`src/rtl/rosecret_pkg.sv`:
```
package rosecret_pkg;

  localparam int DATA_W    = 32;
  localparam int WORDS     = 8;
  localparam int IDX_W     = $clog2(WORDS);
  localparam int LUT_DEPTH = 2 * WORDS;
  localparam int LUT_AW    = IDX_W + 1;
  localparam int SECRET_W  = DATA_W * WORDS;
  localparam int ADDR_W    = 8;

  // Strobes sent from control to datapath for one bus cycle
  typedef struct packed {
    logic             readEn;   // valid read this cycle
    logic [IDX_W-1:0] wordIdx;  // word offset inside the window
    logic             flagSet;  // word already consumed (table MSB)
  } ctrlStrobe_t;

  // Build the contents of the lookup table for one output bit:
  // lower half holds the secret bit of each word, upper half is zero.
  function automatic logic [LUT_DEPTH-1:0] lutImage(
    input logic [SECRET_W-1:0] secret,
    input int                  bitPos
  );
    logic [LUT_DEPTH-1:0] img;
    img = '0;
    for (int j = 0; j < WORDS; j++) begin
      img[j] = secret[j*DATA_W + bitPos];
    end
    return img;
  endfunction

endpackage

```
`src/rtl/rosecret_ctrl.sv`:
```
module rosecret_ctrl
  import rosecret_pkg::*;
#(
  parameter logic [ADDR_W-1:0] BASE_ADDR = 8'h40
) (
  input  logic              clk,
  input  logic              rstN,
  input  logic              fwMode,
  input  logic              cs,
  input  logic              we,
  input  logic [ADDR_W-1:0] addr,
  output ctrlStrobe_t       strobe,
  output logic              readyQ
);

  logic [ADDR_W-1:0] offset;
  logic              inWindow;
  logic              accessValid;
  logic [IDX_W-1:0]  wordIdx;
  logic [WORDS-1:0]  readFlags;

  // Address decode: offset from base, window test on the full offset
  always_comb begin
    offset      = addr - BASE_ADDR;
    inWindow    = (offset < ADDR_W'(WORDS));
    wordIdx     = offset[IDX_W-1:0];
    accessValid = cs && !we && !fwMode && inWindow;
  end

  always_comb begin
    strobe.readEn  = accessValid;
    strobe.wordIdx = wordIdx;
    strobe.flagSet = readFlags[wordIdx];
  end

  // Sticky per-word consumed flags
  always_ff @(posedge clk) begin
    if (!rstN) begin
      readFlags <= '0;
    end else if (accessValid) begin
      readFlags[wordIdx] <= 1'b1;
    end
  end

  // Zero-wait acknowledge for every chip-select cycle
  always_ff @(posedge clk) begin
    if (!rstN) begin
      readyQ <= 1'b0;
    end else begin
      readyQ <= cs;
    end
  end

  AST_FLAG_STICKY: assert property (@(posedge clk) disable iff (!rstN)
    $past(rstN) |-> ((readFlags | $past(readFlags)) == readFlags));

  AST_FLAG_NEEDS_ACCESS: assert property (@(posedge clk) disable iff (!rstN)
    ($past(rstN) && !$past(accessValid)) |-> $stable(readFlags));

  AST_FLAG_ONE_PER_CYCLE: assert property (@(posedge clk) disable iff (!rstN)
    $past(rstN) |-> ($countones(readFlags) <= $countones($past(readFlags)) + 1));

endmodule

```
`src/rtl/rosecret_data.sv`:
```
module rosecret_data
  import rosecret_pkg::*;
#(
  parameter logic [SECRET_W-1:0] SECRET = {WORDS{32'h0}}
) (
  input  logic              clk,
  input  logic              rstN,
  input  ctrlStrobe_t       strobe,
  output logic [DATA_W-1:0] rdData
);

  logic [LUT_AW-1:0] lutAddr;
  logic [DATA_W-1:0] lutOut;
  logic [DATA_W-1:0] rdQ;

  // Consumed flag forms the top address bit, steering to the zero half
  assign lutAddr = {strobe.flagSet, strobe.wordIdx};

  for (genvar n = 0; n < DATA_W; n++) begin : g_bitLut
    localparam logic [LUT_DEPTH-1:0] IMG = lutImage(SECRET, n);
    assign lutOut[n] = IMG[lutAddr];
  end

  always_ff @(posedge clk) begin
    if (!rstN) begin
      rdQ <= '0;
    end else if (strobe.readEn) begin
      rdQ <= lutOut;
    end else begin
      rdQ <= '0;
    end
  end

  assign rdData = rdQ;

  AST_REREAD_ZERO: assert property (@(posedge clk) disable iff (!rstN)
    ($past(rstN) && $past(strobe.readEn) && $past(strobe.flagSet)) |-> (rdData == '0));

  AST_IDLE_ZERO: assert property (@(posedge clk) disable iff (!rstN)
    ($past(rstN) && !$past(strobe.readEn)) |-> (rdData == '0));

endmodule

```
`src/rtl/rosecret_top.sv`:
```
module rosecret_top
  import rosecret_pkg::*;
#(
  parameter logic [ADDR_W-1:0]   BASE_ADDR = 8'h40,
  parameter logic [SECRET_W-1:0] SECRET    = {
    32'h7E15_9A02, 32'h3C48_D1F6, 32'hB2E7_0459, 32'h16AF_C38D,
    32'hD90B_5E74, 32'h48C6_2FA1, 32'hA3F1_7B0C, 32'h5D29_E6B8}
) (
  input  logic              clk,
  input  logic              rstN,
  input  logic              fwMode,
  input  logic              cs,
  input  logic              we,
  input  logic [ADDR_W-1:0] addr,
  output logic [DATA_W-1:0] rdData,
  output logic              ready
);

  ctrlStrobe_t strobe;

  rosecret_ctrl #(
    .BASE_ADDR (BASE_ADDR)
  ) u_ctrl (
    .clk    (clk),
    .rstN   (rstN),
    .fwMode (fwMode),
    .cs     (cs),
    .we     (we),
    .addr   (addr),
    .strobe (strobe),
    .readyQ (ready)
  );

  rosecret_data #(
    .SECRET (SECRET)
  ) u_data (
    .clk    (clk),
    .rstN   (rstN),
    .strobe (strobe),
    .rdData (rdData)
  );

  AST_FW_BLOCKS_DATA: assert property (@(posedge clk) disable iff (!rstN)
    ($past(rstN) && $past(fwMode)) |-> (rdData == '0));

  AST_WRITE_NO_DATA: assert property (@(posedge clk) disable iff (!rstN)
    ($past(rstN) && $past(we)) |-> (rdData == '0));

  AST_READY_FOLLOWS_CS: assert property (@(posedge clk) disable iff (!rstN)
    $past(rstN) |-> (ready == $past(cs)));

  AST_OUTSIDE_ZERO: assert property (@(posedge clk) disable iff (!rstN)
    ($past(rstN) && $past(cs) && ((($past(addr) - BASE_ADDR) & 8'hF8) != 8'h00))
      |-> (rdData == '0));

endmodule

```
`config.mk`:
```
export PLATFORM = sky130hd
export DESIGN_NAME = rosecret_top
export DESIGN_NICKNAME = d
export VERILOG_FILES = /design/src/rtl/rosecret_pkg.sv /design/src/rtl/rosecret_ctrl.sv /design/src/rtl/rosecret_data.sv /design/src/rtl/rosecret_top.sv
export SDC_FILE = /design/constraint.sdc
export NUM_CORES = 1
export LEC_CHECK = 0
export BUFFER_PORTS_ARGS = -buffer_cell sky130_fd_sc_hd__buf_2
export CAP_MARGIN = 15
export CORE_MARGIN = 2
export CORE_UTILIZATION = 53
export CTS_BUF_LIST = sky130_fd_sc_hd__clkbuf_2
export CTS_CLUSTER_SIZE = 16
export DETAILED_ROUTE_END_ITERATION = 10
export PLACE_DENSITY_LB_ADDON = 0.08
export SETUP_SLACK_MARGIN = 0.1
export SYNTH_ARGS = -nofsm -noshare
export SYNTH_HDL_FRONTEND = slang
export SYNTH_SLANG_ARGS = --single-unit
```
`constraint.sdc`:
```
create_clock -name clk -period 2.4 [get_ports clk]
set_input_delay 0.48 -clock clk [delete_from_list [all_inputs] [get_ports clk]]
set_output_delay 0.48 -clock clk [all_outputs]
set_load 0.03 [all_outputs]
```
==> summary.txt <==
top-level I/O count: 46
worst hold path type: in -> reg
# rows: 19
Post-synth EDFFs: 0
remaining antenna violation count: 0
unrepaired setup endpoints after global routing: false
clk sink count: 39
most frequent cells in the layout: 45 x buf_2, 39 x dfxtp_1, 10 x ha_1
Starting DRT DRC Count: 39
Post-CTS Hold Fix Bufs: 0
Critical Path Sink: u_data.rdData[29]
syn_nets: 168
Design Power: 996 uW
fin area: 0.00186 sq mm
htree depth: 2
area of the multi-input gates: 703 sq um
Buffers on Ports: 45
WP depth: 4
DR pass1 iterations: 4
origin of the critical flop-to-flop path: u_ctrl.readFlags[2]
Setup Skew: 0.0123 ns
MaxCap Viol Count: 0
Cells after Synth: 145
CP startpoint: u_ctrl.readFlags[2]
Post-DP HPWL: 2.34 mm
commonest non-fill, non-tap cell in the layout: buf_2
vias in the first global route: 1144
Synth Register Bits: 39
clk buf depth: 2
Worst Setup End Kind: register
post-layout net count: 217
status: completed
Cell variety after synth: 38
dominant synthesized flop cell: dfxtp_1
final setup fails: 0
syn_area_per_cell: 10.9 sq um
share of flip-flops with an asynchronous set or reset: 0%
DRC: 0
RR Endpoint: u_data.rdData[29]
Post-Place Worst Slack: 0.235 ns
Reg2Reg Depth: 4
filler instances: 250
synthesized area: 0.00158 sq mm
Core Area: 0.00278 sq mm
first-pass GRT wire length: 5.35 mm
GP Congestion: 0.873
routed via count: 1241
worst path buffer plus inverter count: 1
CTS Buf Count: 5
delay-heaviest family, CP: compound AO/OA/AOI/OAI gates
Yosys Warn Count: 0
diodes inserted: 0
share of cells above drive strength 1: 36.8%
setup repair bufs after CTS: 0
die span in x: 58.5 um
register area share after synthesis: 49.5%
Setup WS post-layout: 0.535 ns
Worst EP arrival: 2.17 ns
Fin Setup TNS: 0 ns
Vias per Instance: 5.54
Worst setup SP type: register
fmax: 536 MHz
Critical Path RT: 2.71 ns
post-cts resize count: 0
CTS tree: yes
Seq. cell area: 781 sq um
Overflow after GRT: 0
initial antenna violation count: 0
DIE AREA: 0.00343 sq mm
Hold Vio Cnt, Final: 0
period utilisation layout: 77.7%
worst slew pin tran: 0.521 ns
DR WL/cell: 14.2 um
Cell Area, Placed: 0.00183 sq mm
initial core utilization: 56.7%
clock latency on the worst-skew pair: 0.38 ns
CP cell instances: mux4_2 -> a221o_1 -> buf_4 -> a211oi_1
max incr delay on CP: 0.52 ns
Pleak: 0.000869 uW
area growth from synthesis to layout: 18.0%
final slew viol count: 0
pin count of the biggest net entering global routing: 20
Fin Hold WS: 0.363 ns
crit path kind: reg -> reg
Slew HR: 65.1%
GRT Resource Usage Total: 20.9%
post-layout min period: 1.86 ns
root buf cell: clkbuf_2
Critical-path top delay cell: mux4_2
Power Density: 535 mW/mm^2
height of the die: 58.5 um
clk slew on worst S/H paths: 0.17 ns
total wire length: 3.18 mm
flop-to-flop setup slack: 0.54 ns
Critical Path Fanout Max: 16
maximum vdd ir drop: 452 uV
area by class of cell:
type                       count  share of cell area, %
inverter                       4                  0.807
clock buffer                   6                   1.61
sequential                    39                   42.0
multi-input combinational     90                   37.8
tap                           31                   2.08
timing repair buffer          54                   15.7
cells in the mapped netlist, types with 2 or more instances:
cell type | count | share of area, %
buf_2 | 2 | 0.63
clkbuf_1 | 4 | 0.95
a211oi_1 | 6 | 2.9
nor3b_2 | 2 | 1.6
nor3_1 | 4 | 1.3
a21oi_1 | 6 | 1.9
nor3_2 | 6 | 3.8
nor2_1 | 9 | 2.1
dfxtp_1 | 39 | 50
nand3_1 | 3 | 0.95
a32o_1 | 4 | 2.5
or3_1 | 2 | 0.79
mux2i_1 | 4 | 2.5
o21ai_0 | 3 | 0.95
o21a_1 | 2 | 0.95
inv_1 | 3 | 0.71
a22o_1 | 4 | 2.2
nand2_1 | 9 | 2.1
and2_1 | 2 | 0.79
buf_4 | 2 | 0.95
buf_6 | 3 | 2.1
ha_1 | 10 | 7.9
metal layers:
metal	wire length [um]	up-vias	global-route usage, %
li1	-	620	-
met1	1470	575	26.7
met2	1480	41	33.2
met3	180	5	6.15
met4	46	0	7.97
met5	0	-	0
worst register-to-register path, cell delays in order (launching register included):
cell      delay (ns)
dfxtp_1         0.37
mux4_2          0.52
a221o_1         0.44
buf_4           0.23
a211oi_1        0.23
metrics by stage:
step / util, % / std cells
6_report: 66.9 / 224
5_1_grt: 66.9 / 224
4_1_cts: 66.9 / 224
3_5_place_dp: 65.8 / 218
3_3_place_gp: 65.8 / 218
2_1_floorplan: - / 145
how the worst min path moves through the flow:
stage                        startpoint                   to  cells after the start  slack [ns]
floorplan           u_ctrl.readFlags[5]  u_ctrl.readFlags[5]                      1        0.44
global placement    u_ctrl.readFlags[7]  u_ctrl.readFlags[7]                      1        0.46
detailed placement  u_ctrl.readFlags[7]  u_ctrl.readFlags[7]                      1        0.46
CTS                                  cs        u_ctrl.readyQ                      2        0.34
global route                         cs        u_ctrl.readyQ                      2        0.34
finish                               cs        u_ctrl.readyQ                      2        0.36
kinds of logic after synthesis:
kind of cell             share of synthesized area, %
AND/OR/NAND/NOR                                  16.0
flip-flops                                       49.5
AO/OA/AOI/OAI                                    16.0
buffers and inverters                            5.87
adder cells (fa/ha/maj)                          7.94
multiplexers                                     4.68
sequential cells by signal (all words and copies together) (netlist names):
signal	count
u_data.rdData	30
u_ctrl.readyQ	1
u_ctrl.readFlags	8
where the power goes:
group	total [uW]	switching (uW)	leakage, uW	internal (uW)
Clock	256	190	0.0000249	65.8
Sequential	650	0.307	0.000314	650
Combinational	90.6	55.7	0.000530	34.9
Total	996	246	0.000869	750
Note: power is estimated with default switching activity, not from simulation.
